$ cat src/rtl/idec_pkg.sv
package idec_pkg;
    localparam int IW       = 32;
    localparam int OPC_W    = 4;
    localparam int REG_W    = 6;
    localparam int DISP_W   = 16;
    localparam int OPC_LSB  = IW - OPC_W;
    localparam int RR_LSB   = OPC_LSB - REG_W;
    localparam int RA_LSB   = RR_LSB - REG_W;
    localparam int RB_LSB   = RA_LSB - REG_W;
    localparam int NSTAGE   = 3;
    localparam int STG_EX   = 0;
    localparam int STG_MEM  = 1;
    localparam int STG_WB   = 2;

    typedef enum logic [OPC_W-1:0] {
        OP_TRAP  = 4'd0,
        OP_EXTR  = 4'd1,
        OP_UNDEF = 4'd2,
        OP_VEXTR = 4'd3,
        OP_C2R   = 4'd4,
        OP_R2C   = 4'd5,
        OP_CALU  = 4'd6,
        OP_ALU   = 4'd7,
        OP_RSVD  = 4'd8,
        OP_CTEST = 4'd9,
        OP_CST   = 4'd10,
        OP_CLD   = 4'd11,
        OP_ST    = 4'd12,
        OP_LD    = 4'd13,
        OP_JCOND = 4'd14,
        OP_ADDI  = 4'd15
    } op_e;

    typedef struct packed {
        logic             valid;
        logic [OPC_W-1:0] opcode;
        logic [REG_W-1:0] rr;
        logic             use_imm;
        logic             branch;
        logic             mem_rd;
        logic             mem_wr;
        logic             mem_wide;
        logic             rr_we;
        logic             rr_re;
    } ctrl_t;

    localparam ctrl_t CTRL_NOP = '0;
endpackage

$ cat src/rtl/idec_decode.sv
module idec_decode
    import idec_pkg::*;
(
    input  logic [IW-1:0] instr_i,
    input  logic          valid_i,
    output ctrl_t         ctrl_o,
    output logic          alu_o,
    output logic          mem_o,
    output logic          branch_o,
    output logic          cop_o,
    output logic          trap_o,
    output logic          illegal_o
);
    op_e   op;
    ctrl_t raw;
    logic  c_alu, c_mem, c_br, c_cop, c_trap, c_ill;

    assign op = op_e'(instr_i[IW-1:OPC_LSB]);

    always_comb begin
        raw         = CTRL_NOP;
        raw.valid   = 1'b1;
        raw.opcode  = instr_i[IW-1:OPC_LSB];
        raw.rr      = instr_i[RR_LSB +: REG_W];
        raw.use_imm = instr_i[IW-1];
        c_alu  = 1'b0;
        c_mem  = 1'b0;
        c_br   = 1'b0;
        c_cop  = 1'b0;
        c_trap = 1'b0;
        c_ill  = 1'b0;
        unique case (op)
            OP_TRAP:  c_trap = 1'b1;
            OP_EXTR:  begin c_alu = 1'b1; raw.rr_we = 1'b1; end
            OP_UNDEF: c_ill = 1'b1;
            OP_VEXTR: begin c_alu = 1'b1; raw.rr_we = 1'b1; end
            OP_C2R:   begin c_cop = 1'b1; raw.rr_we = 1'b1; end
            OP_R2C:   begin c_cop = 1'b1; raw.rr_re = 1'b1; end
            OP_CALU:  c_cop = 1'b1;
            OP_ALU:   begin c_alu = 1'b1; raw.rr_we = 1'b1; end
            OP_RSVD:  c_ill = 1'b1;
            OP_CTEST: c_cop = 1'b1;
            OP_CST:   begin c_cop = 1'b1; c_mem = 1'b1;
                            raw.mem_wr = 1'b1; raw.mem_wide = 1'b1; end
            OP_CLD:   begin c_cop = 1'b1; c_mem = 1'b1;
                            raw.mem_rd = 1'b1; raw.mem_wide = 1'b1; end
            OP_ST:    begin c_mem = 1'b1; raw.mem_wr = 1'b1; raw.rr_re = 1'b1; end
            OP_LD:    begin c_mem = 1'b1; raw.mem_rd = 1'b1; raw.rr_we = 1'b1; end
            OP_JCOND: begin c_br = 1'b1; raw.branch = 1'b1; end
            OP_ADDI:  begin c_alu = 1'b1; raw.rr_we = 1'b1; end
        endcase
    end

    // Final gating level: an invalid fetch yields a no-op bundle and no class.
    assign ctrl_o    = valid_i ? raw : CTRL_NOP;
    assign alu_o     = valid_i & c_alu;
    assign mem_o     = valid_i & c_mem;
    assign branch_o  = valid_i & c_br;
    assign cop_o     = valid_i & c_cop;
    assign trap_o    = valid_i & c_trap;
    assign illegal_o = valid_i & c_ill;
endmodule

$ cat src/rtl/idec_stage_reg.sv
module idec_stage_reg
    import idec_pkg::*;
(
    input  logic  clk,
    input  logic  rst_n,
    input  logic  up_adv_i,
    input  logic  own_adv_i,
    input  ctrl_t d_i,
    output ctrl_t q_o
);
    always_ff @(posedge clk) begin
        if (!rst_n)
            q_o <= CTRL_NOP;
        else if (own_adv_i)
            q_o <= up_adv_i ? d_i : CTRL_NOP;
    end

    // both advancing -> upstream bundle captured
    a_r5_capture: assert property (@(posedge clk) disable iff (!rst_n)
        (own_adv_i && up_adv_i) |=> (q_o == $past(d_i)));
    // stage held -> bundle unchanged
    a_r9_hold: assert property (@(posedge clk) disable iff (!rst_n)
        !own_adv_i |=> $stable(q_o));
    // advance under a held upstream -> no-op
    a_r10_bubble: assert property (@(posedge clk) disable iff (!rst_n)
        (own_adv_i && !up_adv_i) |=> (q_o == CTRL_NOP));
endmodule

$ cat src/rtl/instr_decoder.sv
module instr_decoder
    import idec_pkg::*;
(
    input  logic              clk,
    input  logic              rst_n,
    input  logic [IW-1:0]     instr_i,
    input  logic              instr_valid_i,
    input  logic              adv_ex_i,
    input  logic              adv_mem_i,
    input  logic              adv_wb_i,
    output logic [REG_W-1:0]  ra_o,
    output logic [REG_W-1:0]  rb_o,
    output logic [REG_W-1:0]  rr_o,
    output logic              imm_fmt_o,
    output logic [IW-1:0]     disp_o,
    output logic              is_alu_o,
    output logic              is_mem_o,
    output logic              is_branch_o,
    output logic              is_cop_o,
    output logic              is_trap_o,
    output logic              illegal_o,
    output logic              ex_valid_o,
    output logic [OPC_W-1:0]  ex_opcode_o,
    output logic              ex_use_imm_o,
    output logic              ex_branch_o,
    output logic              mem_valid_o,
    output logic              mem_rd_o,
    output logic              mem_wr_o,
    output logic              mem_wide_o,
    output logic              wb_valid_o,
    output logic [REG_W-1:0]  wb_rr_o,
    output logic              wb_rr_we_o,
    output logic              wb_rr_re_o
);
    ctrl_t             f_ctrl;
    ctrl_t             stg_d [NSTAGE];
    ctrl_t             stg_q [NSTAGE];
    logic [NSTAGE-1:0] adv;
    logic [NSTAGE-1:0] up_adv;

    // Fixed field positions let register reads start before format is known.
    assign ra_o      = instr_i[RA_LSB +: REG_W];
    assign rb_o      = instr_i[RB_LSB +: REG_W];
    assign rr_o      = instr_i[RR_LSB +: REG_W];
    assign imm_fmt_o = instr_i[IW-1];
    assign disp_o    = {{(IW-DISP_W){instr_i[DISP_W-1]}}, instr_i[DISP_W-1:0]};

    idec_decode u_dec (
        .instr_i   (instr_i),
        .valid_i   (instr_valid_i),
        .ctrl_o    (f_ctrl),
        .alu_o     (is_alu_o),
        .mem_o     (is_mem_o),
        .branch_o  (is_branch_o),
        .cop_o     (is_cop_o),
        .trap_o    (is_trap_o),
        .illegal_o (illegal_o)
    );

    assign adv = {adv_wb_i, adv_mem_i, adv_ex_i};

    genvar s;
    generate
        for (s = 0; s < NSTAGE; s++) begin : g_stage
            if (s == 0) begin : g_head
                assign stg_d[s]  = f_ctrl;
                assign up_adv[s] = 1'b1;
            end else begin : g_tail
                assign stg_d[s]  = stg_q[s-1];
                assign up_adv[s] = adv[s-1];
            end
            idec_stage_reg u_reg (
                .clk       (clk),
                .rst_n     (rst_n),
                .up_adv_i  (up_adv[s]),
                .own_adv_i (adv[s]),
                .d_i       (stg_d[s]),
                .q_o       (stg_q[s])
            );
        end
    endgenerate

    assign ex_valid_o   = stg_q[STG_EX].valid;
    assign ex_opcode_o  = stg_q[STG_EX].opcode;
    assign ex_use_imm_o = stg_q[STG_EX].use_imm;
    assign ex_branch_o  = stg_q[STG_EX].branch;
    assign mem_valid_o  = stg_q[STG_MEM].valid;
    assign mem_rd_o     = stg_q[STG_MEM].mem_rd;
    assign mem_wr_o     = stg_q[STG_MEM].mem_wr;
    assign mem_wide_o   = stg_q[STG_MEM].mem_wide;
    assign wb_valid_o   = stg_q[STG_WB].valid;
    assign wb_rr_o      = stg_q[STG_WB].rr;
    assign wb_rr_we_o   = stg_q[STG_WB].rr_we;
    assign wb_rr_re_o   = stg_q[STG_WB].rr_re;

    // an illegal opcode entering execute carries no write strobe
    a_r4_illegal_nowrite: assert property (@(posedge clk) disable iff (!rst_n)
        (illegal_o && adv_ex_i) |=> (ex_valid_o && !stg_q[STG_EX].rr_we
                                     && !stg_q[STG_EX].mem_wr));
    // at most one of the exclusive classes
    a_r3_class_excl: assert property (@(posedge clk) disable iff (!rst_n)
        $onehot0({is_alu_o, is_branch_o, is_trap_o, illegal_o, is_mem_o && is_alu_o}));
    // a memory bundle never reads and writes at once
    a_r7_mem_excl: assert property (@(posedge clk) disable iff (!rst_n)
        !(mem_rd_o && mem_wr_o));
    // result register is written or read, never both
    a_r8_wb_excl: assert property (@(posedge clk) disable iff (!rst_n)
        !(wb_rr_we_o && wb_rr_re_o));
    // execute valid follows the fetch valid one advance later
    a_r6_ex_valid: assert property (@(posedge clk) disable iff (!rst_n)
        adv_ex_i |=> (ex_valid_o == $past(instr_valid_i)));
endmodule

$ cat config.mk
export PLATFORM = sky130hd
export DESIGN_NAME = instr_decoder
export DESIGN_NICKNAME = d
export VERILOG_FILES = /design/src/rtl/idec_pkg.sv /design/src/rtl/idec_decode.sv /design/src/rtl/idec_stage_reg.sv /design/src/rtl/instr_decoder.sv
export SDC_FILE = /design/constraint.sdc
export NUM_CORES = 1
export LEC_CHECK = 0
export ABC_AREA = 1
export BUFFER_PORTS_ARGS = -buffer_cell sky130_fd_sc_hd__buf_2
export CAP_MARGIN = 20
export CORE_ASPECT_RATIO = 1.25
export CORE_MARGIN = 4
export CORE_UTILIZATION = 44
export CTS_CLUSTER_SIZE = 12
export DETAILED_ROUTE_END_ITERATION = 8
export GPL_ROUTABILITY_DRIVEN = 0
export PLACE_DENSITY = 0.8
export SLEW_MARGIN = 5
export SYNTH_ARGS = -nofsm -noshare
export SYNTH_HDL_FRONTEND = slang
export SYNTH_SLANG_ARGS = --single-unit
$ cat constraint.sdc
create_clock -name clk -period 0.9 [get_ports clk]
set_input_delay 0.18 -clock clk [delete_from_list [all_inputs] [get_ports clk]]
set_output_delay 0.18 -clock clk [all_outputs]
set_load 0.02 [all_outputs]
==> results.py, run 1 <==
metrics = {
    "synth": {
        "synth_nets": 313,
        "avgSynthCellArea_um2": 7.29,
        "syn-cell-area_um2": 2010,
        "synth.distinct_cells": 22,
        "ys_top_cells_by_area": "dfxtp_1, buf_4, nand2_1, a21oi_1, inv_1",
        "async_flop_share_pct": 0,
        "synth_seq_area_share_pct": 37.9,
        "synth_commonest_cells": "buf_4, nand2_1, dfxtp_1",
        "synth_top_family_by_area": "buffers and inverters",
        "synth.top_cell.area_share_pct": 37.9,
        "synthCells": 275,
        "yosys.area_share.xor_xnor_pct": 0,
        "yosys_warnings": 0,
        "synthSimpleGateAreaFrac_pct": 18.8,
        "yosysMostFrequentCell": "buf_4",
        "yosys.area.top_type": "dfxtp_1",
        "synthFlopType": "dfxtp_1",
        "yosys.area_share.adder_pct": 0,
        "synth_compound_area_share_pct": 12.4,
        "ys_ff_latch": 38,
        "synth-edff-count": 0,
        "muxShareOfSynthArea_pct": 0,
    },
    "sta": {
        "finalHoldViolations": 0,
        "report.final.setup_viol": 27,
        "drv_slew": 0,
        "tightestPinTransition_ns": 0.286,
        "slew_headroom_pct": 80.9,
        "rsz0062_at_grt": "true",
        "fin_crit_ns": 1.12,
        "period_share_pct": 125,
        "skew_ns": 0.00662,
        "clock.fmax_mhz": 890,
        "postLayoutSetupSlackWorst_ns": -0.223,
    },
    "layout": {
        "fillers": 352,
        "diodes": 0,
        "top_register": "g_stage.u_reg.q_o",
        "nNetsFinal": 346,
        "multi_input_area_um2": 728,
        "fin_area_um2": 2690,
        "layout-drive-gt1-share_pct": 48.4,
        "syn_to_final_growth_pct": 34.3,
        "seqCellArea_um2": 787,
        "largest_reg_flops": 38,
        "biggestRegsByFlops": "g_stage.u_reg.q_o (38)",
    },
    "grt": {
        "grt_pass1_wl_um": 8150,
        "antenna_found_initial": 0,
        "grt_max_degree": 22,
        "grt_overflow_total": 0,
        "track_usage_pct": 18.6,
        "grt_pass1_vias": 1782,
    },
    "clock_network": {
        "clock_path_buffers": 2,
        "numClockSinks": 38,
        "cts_root_buffer": "clkbuf_8",
        "h-tree-depth": 2,
        "clkTransAtPathRegs_ns": 0.07,
        "cts_tree": "yes",
        "cts_hold_buf": 0,
        "cts_inserted_buffers": 5,
        "clk_latency_ns": 0.29,
    },
    "power_and_ir_drop": {
        "power_density_nw_per_um2": 1430,
        "clockPowerShare_pct": 38.0,
        "p_comb_share_pct": 16.7,
        "irDropWorstVdd_mv": 0.910,
        "leakagePower_nw": 1.14,
        "p_int_mw": 2.90,
        "seqPwrFrac_pct": 45.3,
        "p_switching_uw": 944,
        "switching_share_pct": 24.5,
    },
    "setup_path": {
        "slowest_stage": "nor2_4",
        "cp-startpoint": "instr_i[28]",
        "rr_endpoint": "g_stage[1].u_reg.q_o[11]$_SDFFE_PN0P_",
        "cp-endpoint": "is_mem_o",
        "crit_fanout": 5,
        "r2r_start": "g_stage[1].u_reg.q_o[11]$_SDFFE_PN0P_",
        "slowest_delay_ns": 0.14,
        "end_kind": "primary output",
        "crit_required_ns": 0.72,
        "r2r_slack_ns": 0.10,
        "start_kind": "input port",
        "crit_arrival_ns": 0.94,
        "path_class": "input port to primary output",
        "worstRegToRegCells": 3,
        "cpMostUsedCell": "nand2_2",
        "cp_cell_sequence": "buf_8, buf_6, nor2_4, nand2_2, nand2_2, nand2_2, nand2_2, buf_6",
    },
    "placement": {
        "dpl_cell_area_um2": 2130,
        "port_buffers": 48,
        "dp_slack_ns": -0.259,
        "hpwlAfterDp_um": 2970,
    },
    "floorplanning": {
        "core_um2": 4390,
        "die-area_um2": 5710,
        "die_x_um": 68.4,
        "initial_core_util_pct": 45.7,
        "rows": 27,
        "fp.dieH_um": 83.5,
        "num_io_pins": 115,
    },
    "drt": {
        "viasPerCell": 4.89,
        "ant_nets": 0,
        "drc": 0,
        "drt_iter0_drc": 95,
        "drt_pass1_iterations": 4,
        "finalWirelength_um": 5270,
        "vias": 1791,
        "wl_per_cell_um": 14.4,
    },
    "hold_path": {
        "hold_path_class": "input port to register",
    },
    "status": {
        "failed_checks": "setup timing",
        "status": "complete, but fails checks",
    },
    "job": {
        "drv_cap": 0,
    },
}
metal layers:
layer / GRT usage (%) / share of wire [%] / vias to the layer above
li1: - / - / 869
met1: 18.2 / 32 / 814
met2: 31.5 / 53 / 71
met3: 6.20 / 7.1 / 37
met4: 12.8 / 7.1 / 0
met5: 0 / 0 / -
metrics by stage:
stage | setup TNS, ns | instances | utilization [%] | hold WS, ns | total power [mW]
6_report | -1.62 | 366 | 61.3 | 0.142 | 3.85
3_5_place_dp | -2.41 | 343 | 48.5 | 0.360 | 2.24
3_3_place_gp | -1.75 | 343 | 48.5 | 0.360 | 2.23
4_1_cts | -1.36 | 363 | 59.1 | 0.140 | 3.79
5_1_grt | -2.42 | 366 | 61.3 | 0.137 | 3.98
2_1_floorplan | -0.0693 | 275 | - | 0.318 | 2.33
final cells by class:
| cell class | count | area share (%) |
|---|---|---|
| flip-flops and latches | 38 | 29.2 |
| clock inverters | 1 | 1.11 |
| clock buffers | 6 | 3.07 |
| multi-input cells | 132 | 27.0 |
| repair buffers | 91 | 30.7 |
| inverters | 40 | 6.22 |
| well taps | 58 | 2.69 |
placed cells by master, fill, tap and decap left out:
cell       instances
nor4_4             1
buf_12             6
a21oi_1           26
a22oi_1            1
clkinv_1           1
inv_1             35
inv_4              1
a21oi_2            3
a21oi_4            1
nand4_1            1
nand3_2            1
bufinv_16          1
inv_8              2
nor2_1            11
a211oi_2           1
inv_2              1
dfxtp_4            1
or2_2              8
o21ai_1            1
buf_6             26
clkbuf_8           6
dfxtp_2           18
dfxtp_1           19
o22ai_1            9
buf_8              2
o21ai_0            3
nor2_4             5
nand3_1           15
nand2_2            6
nand2_1           37
nand2_4            2
buf_4             39
buf_2             18
kinds of logic (layout without fill, tap and decap cells):
logic type,Yosys count,after routing
AOI/OAI and AO/OA,45,45
and+or+nand+nor,87,87
buffers and inverters,105,138
DFF,38,38
what timing repair did:
action	in CTS	in global routing
setup buffers	13	4
endpoints found under the setup margin	26	27
resized for setup	97	19
cloned	0	0
pin swaps	9	9
worst max-delay path: cells and delay by family:
| kind | cells | cell delay (ns) |
|---|---|---|
| AND/OR/NAND/NOR | 5 | 0.42 |
| buffers and inverters | 3 | 0.34 |
worst min path at each step:
stage / startpoint / endpoint / slack, ns / depth (start not counted)
after detailed placement: instr_i[3] / disp_o[3] / 0.36 / 0
after CTS: instr_i[26] / g_stage[0].u_reg.q_o[11]$_SDFFE_PN0P_ / 0.14 / 3
after global placement: instr_i[3] / disp_o[3] / 0.36 / 0
final: instr_i[25] / g_stage[0].u_reg.q_o[10]$_SDFFE_PN0P_ / 0.14 / 3
after global routing: instr_i[25] / g_stage[0].u_reg.q_o[10]$_SDFFE_PN0P_ / 0.14 / 3
after floorplan: rst_n / g_stage[0].u_reg.q_o[4]$_SDFFE_PN0P_ / 0.32 / 2
power by group through the flow:
stage	registers [mW]	logic [mW]	clock network, mW
2_1_floorplan	1.78	0.543	0
3_3_place_gp	1.77	0.456	0
3_5_place_dp	1.78	0.466	0
4_1_cts	1.74	0.570	1.48
5_1_grt	1.74	0.687	1.55
6_report	1.74	0.642	1.46
(Power assumes the default switching activity.)
==> run 2: changes to the inputs <==
--- a/config.mk
+++ b/config.mk
@@ -15,6 +15,8 @@
 export DETAILED_ROUTE_END_ITERATION = 8
 export GPL_ROUTABILITY_DRIVEN = 0
 export PLACE_DENSITY = 0.8
+export SETUP_SLACK_MARGIN = 0.02
+export SKIP_CTS_REPAIR_TIMING = 1
 export SLEW_MARGIN = 5
 export SYNTH_ARGS = -nofsm -noshare
 export SYNTH_HDL_FRONTEND = slang
==> run 2 against run 1 <==
- the run still ends with setup timing left
- sequential power about the same
- fmax shrank 1.7%
- total power shrank 10%
- critical path depth decreased by 3
- sequential cell count unchanged
- design area down 6.0%
- global-route usage down 3.8 points
- register-to-register slack about the same
- combinational power fell by 11%
- critical path type unchanged
==> results.py, run 2 (synthesized netlist as in run 1, its figures left out) <==
metrics = {
    "layout": {
        "diodes": 0,
        "final_common_cell": "nand2_1",
        "final_util_pct": 57.7,
        "layout-drive-gt1-share_pct": 46.9,
        "top_register": "g_stage.u_reg.q_o",
        "fillers": 389,
        "mostFrequentLayoutCells": "nand2_1, inv_1, buf_4, buf_6, a21oi_1",
        "largest_reg_flops": 38,
        "nNetsFinal": 333,
        "syn_to_final_growth_pct": 26.3,
        "biggestRegsByFlops": "g_stage.u_reg.q_o (38)",
    },
    "drt": {
        "drc": 0,
        "drt_iter0_drc": 38,
        "finalWirelength_um": 4650,
        "wl_per_cell_um": 13.2,
        "viasPerCell": 4.69,
        "drt_pass1_iterations": 4,
        "vias": 1652,
        "ant_nets": 0,
    },
    "grt": {
        "grt_max_degree": 22,
        "track_usage_pct": 14.8,
        "grt_pass1_wl_um": 6700,
        "grt_overflow_total": 0,
        "grt_pass1_vias": 1616,
        "antenna_found_initial": 0,
    },
    "sta": {
        "drv_slew": 0,
        "skew_ns": 0.00110,
        "period_share_pct": 127,
        "slew_headroom_pct": 80.8,
        "tightestPinTransition_ns": 0.287,
        "fin_tns_setup_ns": -1.18,
        "clock.fmax_mhz": 875,
        "fin_crit_ns": 1.14,
        "rsz0062_at_grt": "true",
        "report.final.setup_viol": 25,
        "postLayoutSetupSlackWorst_ns": -0.243,
        "whs_ns": 0.146,
        "finalHoldViolations": 0,
    },
    "clock_network": {
        "clk_latency_ns": 0.28,
        "cts_root_buffer": "clkbuf_8",
        "numClockSinks": 38,
        "clkTransAtPathRegs_ns": 0.07,
        "clock_path_buffers": 2,
        "cts_tree": "yes",
        "cts_inserted_buffers": 5,
        "h-tree-depth": 2,
    },
    "setup_path": {
        "crit_required_ns": 0.72,
        "cp.depth": 5,
        "crit_fanout": 5,
        "crit_arrival_ns": 0.96,
        "worstRegToRegCells": 3,
        "cp_top_family": "simple AND/OR/NAND/NOR gates",
        "slowest_delay_ns": 0.29,
        "cp-startpoint": "instr_i[28]",
        "r2r_slack_ns": 0.09,
        "cp-endpoint": "is_trap_o",
        "cp_cell_sequence": "buf_12, nor2_4, inv_2, nor4_4, buf_4",
        "rr_endpoint": "g_stage[1].u_reg.q_o[11]$_SDFFE_PN0P_",
        "path_class": "input port to primary output",
        "cp_num_buf_inv": 3,
        "slowest_stage": "nor4_4",
        "end_kind": "primary output",
        "start_kind": "input port",
        "r2r_start": "g_stage[1].u_reg.q_o[11]$_SDFFE_PN0P_",
    },
    "floorplanning": {
        "fp.dieH_um": 83.5,
        "initial_core_util_pct": 45.7,
        "die-area_um2": 5710,
        "num_io_pins": 115,
        "die_x_um": 68.4,
        "rows": 27,
        "core_um2": 4390,
    },
    "hold_path": {
        "holdPathStages": 3,
        "hold_path_class": "input port to register",
    },
    "job": {
        "drv_cap": 0,
    },
    "placement": {
        "hpwlAfterDp_um": 3050,
        "port_buffers": 48,
        "dp_slack_ns": -0.288,
    },
    "power_and_ir_drop": {
        "p_int_mw": 2.57,
        "switching_share_pct": 25.7,
        "seqPwrFrac_pct": 50.4,
        "clockPowerShare_pct": 33.0,
        "power_density_nw_per_um2": 1370,
        "totalPowerFinal_mw": 3.46,
        "leakagePower_nw": 1.04,
        "irDropWorstVdd_mv": 1.01,
        "p_switching_uw": 887,
        "p_comb_share_pct": 16.6,
    },
    "status": {
        "failed_checks": "setup timing",
        "status": "complete, but fails checks",
    },
}
run 2: cell count changes in the layout (fill, tap and decap cells not counted), sizes merged:
cell / change
bufinv: -1
buf: -13
run 2: layout make-up:
type | instances | area (µm²) | area share, %
inverter | 40 | 160 | 6.32
clock buffer | 6 | 82.6 | 3.26
tap | 58 | 72.6 | 2.87
timing repair buffer | 78 | 708 | 28.0
multi-input combinational | 132 | 721 | 28.5
sequential | 38 | 788 | 31.1
run 2: worst min-delay path, cell delays in order:
cell     delay, ns
buf_2         0.10
nand2_1       0.06
a21oi_1       0.05
run 2: power groups by stage:
stage / Combinational, mW / Sequential (mW) / Clock [mW]
after global placement: 0.447 / 1.77 / 0
after global routing: 0.619 / 1.75 / 1.24
after CTS: 0.458 / 1.74 / 1.16
after floorplan: 0.547 / 1.78 / 0
final: 0.573 / 1.74 / 1.14
after detailed placement: 0.456 / 1.78 / 0
run 2: how the worst min path moves through the flow:
| stage | from | end | slack, ns |
|---|---|---|---|
| 2_1_floorplan | rst_n | g_stage[0].u_reg.q_o[4]$_SDFFE_PN0P_ | 0.32 |
| 3_3_place_gp | instr_i[7] | disp_o[7] | 0.36 |
| 3_5_place_dp | instr_i[7] | disp_o[7] | 0.36 |
| 4_1_cts | instr_i[22] | g_stage[0].u_reg.q_o[7]$_SDFFE_PN0P_ | 0.14 |
| 5_1_grt | instr_i[22] | g_stage[0].u_reg.q_o[7]$_SDFFE_PN0P_ | 0.15 |
| 6_report | instr_i[22] | g_stage[0].u_reg.q_o[7]$_SDFFE_PN0P_ | 0.15 |
run 2: layer usage:
metal / share of wire (%) / vias up / global-route usage [%]
li1: - / 842 / -
met1: 34 / 740 / 14.5
met2: 55 / 49 / 26.5
met3: 7.3 / 21 / 3.77
met4: 3.8 / 0 / 8.86
met5: 0 / - / 0
run 2: through the flow:
step,area (µm²),cells
finish,2530,352
floorplan,2040,275
global placement,2110,341
global route,2530,352
CTS,2190,347
detailed placement,2110,341
==> run 3: changes to the inputs <==
--- a/config.mk
+++ b/config.mk
@@ -8,13 +8,15 @@
 export ABC_AREA = 1
 export BUFFER_PORTS_ARGS = -buffer_cell sky130_fd_sc_hd__buf_2
 export CAP_MARGIN = 20
+export CELL_PAD_IN_SITES_DETAIL_PLACEMENT = 0
+export CELL_PAD_IN_SITES_GLOBAL_PLACEMENT = 1
 export CORE_ASPECT_RATIO = 1.25
 export CORE_MARGIN = 4
-export CORE_UTILIZATION = 44
+export CORE_UTILIZATION = 29
 export CTS_CLUSTER_SIZE = 12
 export DETAILED_ROUTE_END_ITERATION = 8
 export GPL_ROUTABILITY_DRIVEN = 0
-export PLACE_DENSITY = 0.8
+export PLACE_DENSITY_LB_ADDON = 0.1
 export SETUP_SLACK_MARGIN = 0.02
 export SKIP_CTS_REPAIR_TIMING = 1
 export SLEW_MARGIN = 5
==> run 3 against run 2 <==
- the run still ends with setup timing left
- final cell count rose by 11%
- design area grew 2.9%
- sequential power is essentially flat
- total power decreased by 1.8%
- critical path type unchanged
- critical endpoint unchanged
- highest routed layer unchanged
==> results.py, run 3 (synthesized netlist as in run 1, its figures left out) <==
metrics = {
    "drt": {
        "finalWirelength_um": 4320,
        "met1_length_um": 1730,
        "viasPerCell": 4.11,
        "vias": 1612,
        "drt_pass1_iterations": 4,
        "wl_per_cell_um": 11.0,
        "drc": 0,
        "drt_iter0_drc": 35,
        "wl_met3_um": 200,
        "top_layer": "met4",
        "ant_nets": 0,
        "wl_met2_um": 2320,
    },
    "layout": {
        "nNetsFinal": 343,
        "biggestRegsByFlops": "g_stage.u_reg.q_o (38)",
        "mostFrequentLayoutCells": "nand2_1, buf_4, inv_1, a21oi_1, buf_6",
        "diodes": 0,
        "fin_area_um2": 2610,
        "final_common_cell": "nand2_1",
        "layout-drive-gt1-share_pct": 46.9,
        "largest_reg_flops": 38,
        "syn_to_final_growth_pct": 29.9,
        "top_register": "g_stage.u_reg.q_o",
    },
    "floorplanning": {
        "die_x_um": 82.4,
        "initial_core_util_pct": 30.2,
        "core_um2": 6650,
        "rows": 33,
        "fp.dieH_um": 101,
        "die-area_um2": 8320,
        "num_io_pins": 115,
    },
    "sta": {
        "report.final.setup_viol": 23,
        "finalHoldViolations": 0,
        "tightestPinTransition_ns": 0.305,
        "rsz0062_at_grt": "true",
        "drv_slew": 0,
        "whs_ns": 0.145,
        "slew_headroom_pct": 79.6,
        "period_share_pct": 116,
        "postLayoutSetupSlackWorst_ns": -0.142,
        "skew_ns": 0.00706,
        "clock.fmax_mhz": 960,
        "fin_crit_ns": 1.04,
    },
    "power_and_ir_drop": {
        "switching_share_pct": 26.0,
        "p_switching_uw": 884,
        "p_comb_share_pct": 16.7,
        "irDropWorstVdd_mv": 0.569,
        "clockPowerShare_pct": 32.0,
        "power_density_nw_per_um2": 1300,
        "seqPwrFrac_pct": 51.3,
        "leakagePower_nw": 1.09,
        "p_int_mw": 2.51,
    },
    "grt": {
        "grt_pass1_wl_um": 7100,
        "antenna_found_initial": 0,
        "track_usage_pct": 11.0,
        "grt_max_degree": 27,
        "grt_pass1_vias": 1566,
        "grt_overflow_total": 0,
    },
    "job": {
        "drv_cap": 0,
    },
    "clock_network": {
        "cts_root_buffer": "clkbuf_8",
        "clkTransAtPathRegs_ns": 0.07,
        "cts_inserted_buffers": 5,
        "cts_tree": "yes",
        "h-tree-depth": 2,
        "clk_latency_ns": 0.28,
        "numClockSinks": 38,
        "clock_path_buffers": 2,
    },
    "status": {
        "failed_checks": "setup timing",
        "status": "complete, but fails checks",
    },
    "placement": {
        "dpl_cell_area_um2": 2170,
        "port_buffers": 48,
        "hpwlAfterDp_um": 3270,
    },
    "hold_path": {
        "hold_path_class": "input port to register",
    },
    "setup_path": {
        "end_kind": "primary output",
        "start_kind": "input port",
        "slowest_stage": "nor4_4",
        "crit_arrival_ns": 0.86,
        "crit_required_ns": 0.72,
        "crit_fanout": 5,
        "cp_top_family": "buffers and inverters",
        "cp_num_buf_inv": 3,
        "slowest_delay_ns": 0.27,
        "cp_cell_sequence": "buf_12, buf_6, nor4_4, buf_4",
        "path_class": "input port to primary output",
    },
}
## run 3: worst paths after layout
| check | from | to | slack [ns] | cells after the start |
|---|---|---|---|---|
| max reg2reg | g_stage[1].u_reg.q_o[9]$_SDFFE_PN0P_ | g_stage[1].u_reg.q_o[9]$_SDFFE_PN0P_ | 0.09 | 3 |
| max | instr_i[30] | is_trap_o | -0.14 | 4 |
| min reg2reg | g_stage[0].u_reg.q_o[10]$_SDFFE_PN0P_ | g_stage[0].u_reg.q_o[10]$_SDFFE_PN0P_ | 0.47 | 2 |
| min | instr_i[22] | g_stage[0].u_reg.q_o[7]$_SDFFE_PN0P_ | 0.15 | 3 |
## run 3: tightest hold or removal path, stage by stage
cell and delay (ns):
buf_2 0.10, nand2_1 0.05, a21oi_1 0.05
## run 3: metal layers
| metal | global-route usage [%] | vias up |
|---|---|---|
| li1 | - | 860 |
| met1 | 12.3 | 710 |
| met2 | 18.6 | 37 |
| met3 | 3.58 | 5 |
| met4 | 4.48 | 0 |
| met5 | 0 | - |
## run 3: area by class of cell
class | count | area [µm²]
Inverter | 40 | 160
Timing Repair Buffer | 88 | 776
Sequential cell | 38 | 785
Clock inverter | 2 | 10.0
Tap cell | 87 | 109
Clock buffer | 5 | 68.8
Multi-Input combinational cell | 132 | 698
Fill cell | 734 | 4040
## run 3: power by group through the flow
stage	combinational [mW]	clock [mW]	sequential, mW
final	0.568	1.08	1.74
after CTS	0.480	1.15	1.74
after global routing	0.626	1.21	1.75
after detailed placement	0.477	0	1.78
after global placement	0.483	0	1.78
after floorplan	0.547	0	1.78
## run 3: per-stage QoR
stage	instances	total power [mW]	setup slack, ns	setup TNS [ns]	utilization [%]
2_1_floorplan	275	2.33	-0.0693	-0.0693	-
3_3_place_gp	375	2.26	-0.266	-2.96	32.7
3_5_place_dp	375	2.25	-0.223	-2.68	32.7
4_1_cts	382	3.36	-0.231	-2.75	33.9
5_1_grt	392	3.58	-0.182	-1.74	39.2
6_report	392	3.40	-0.142	-0.771	39.2
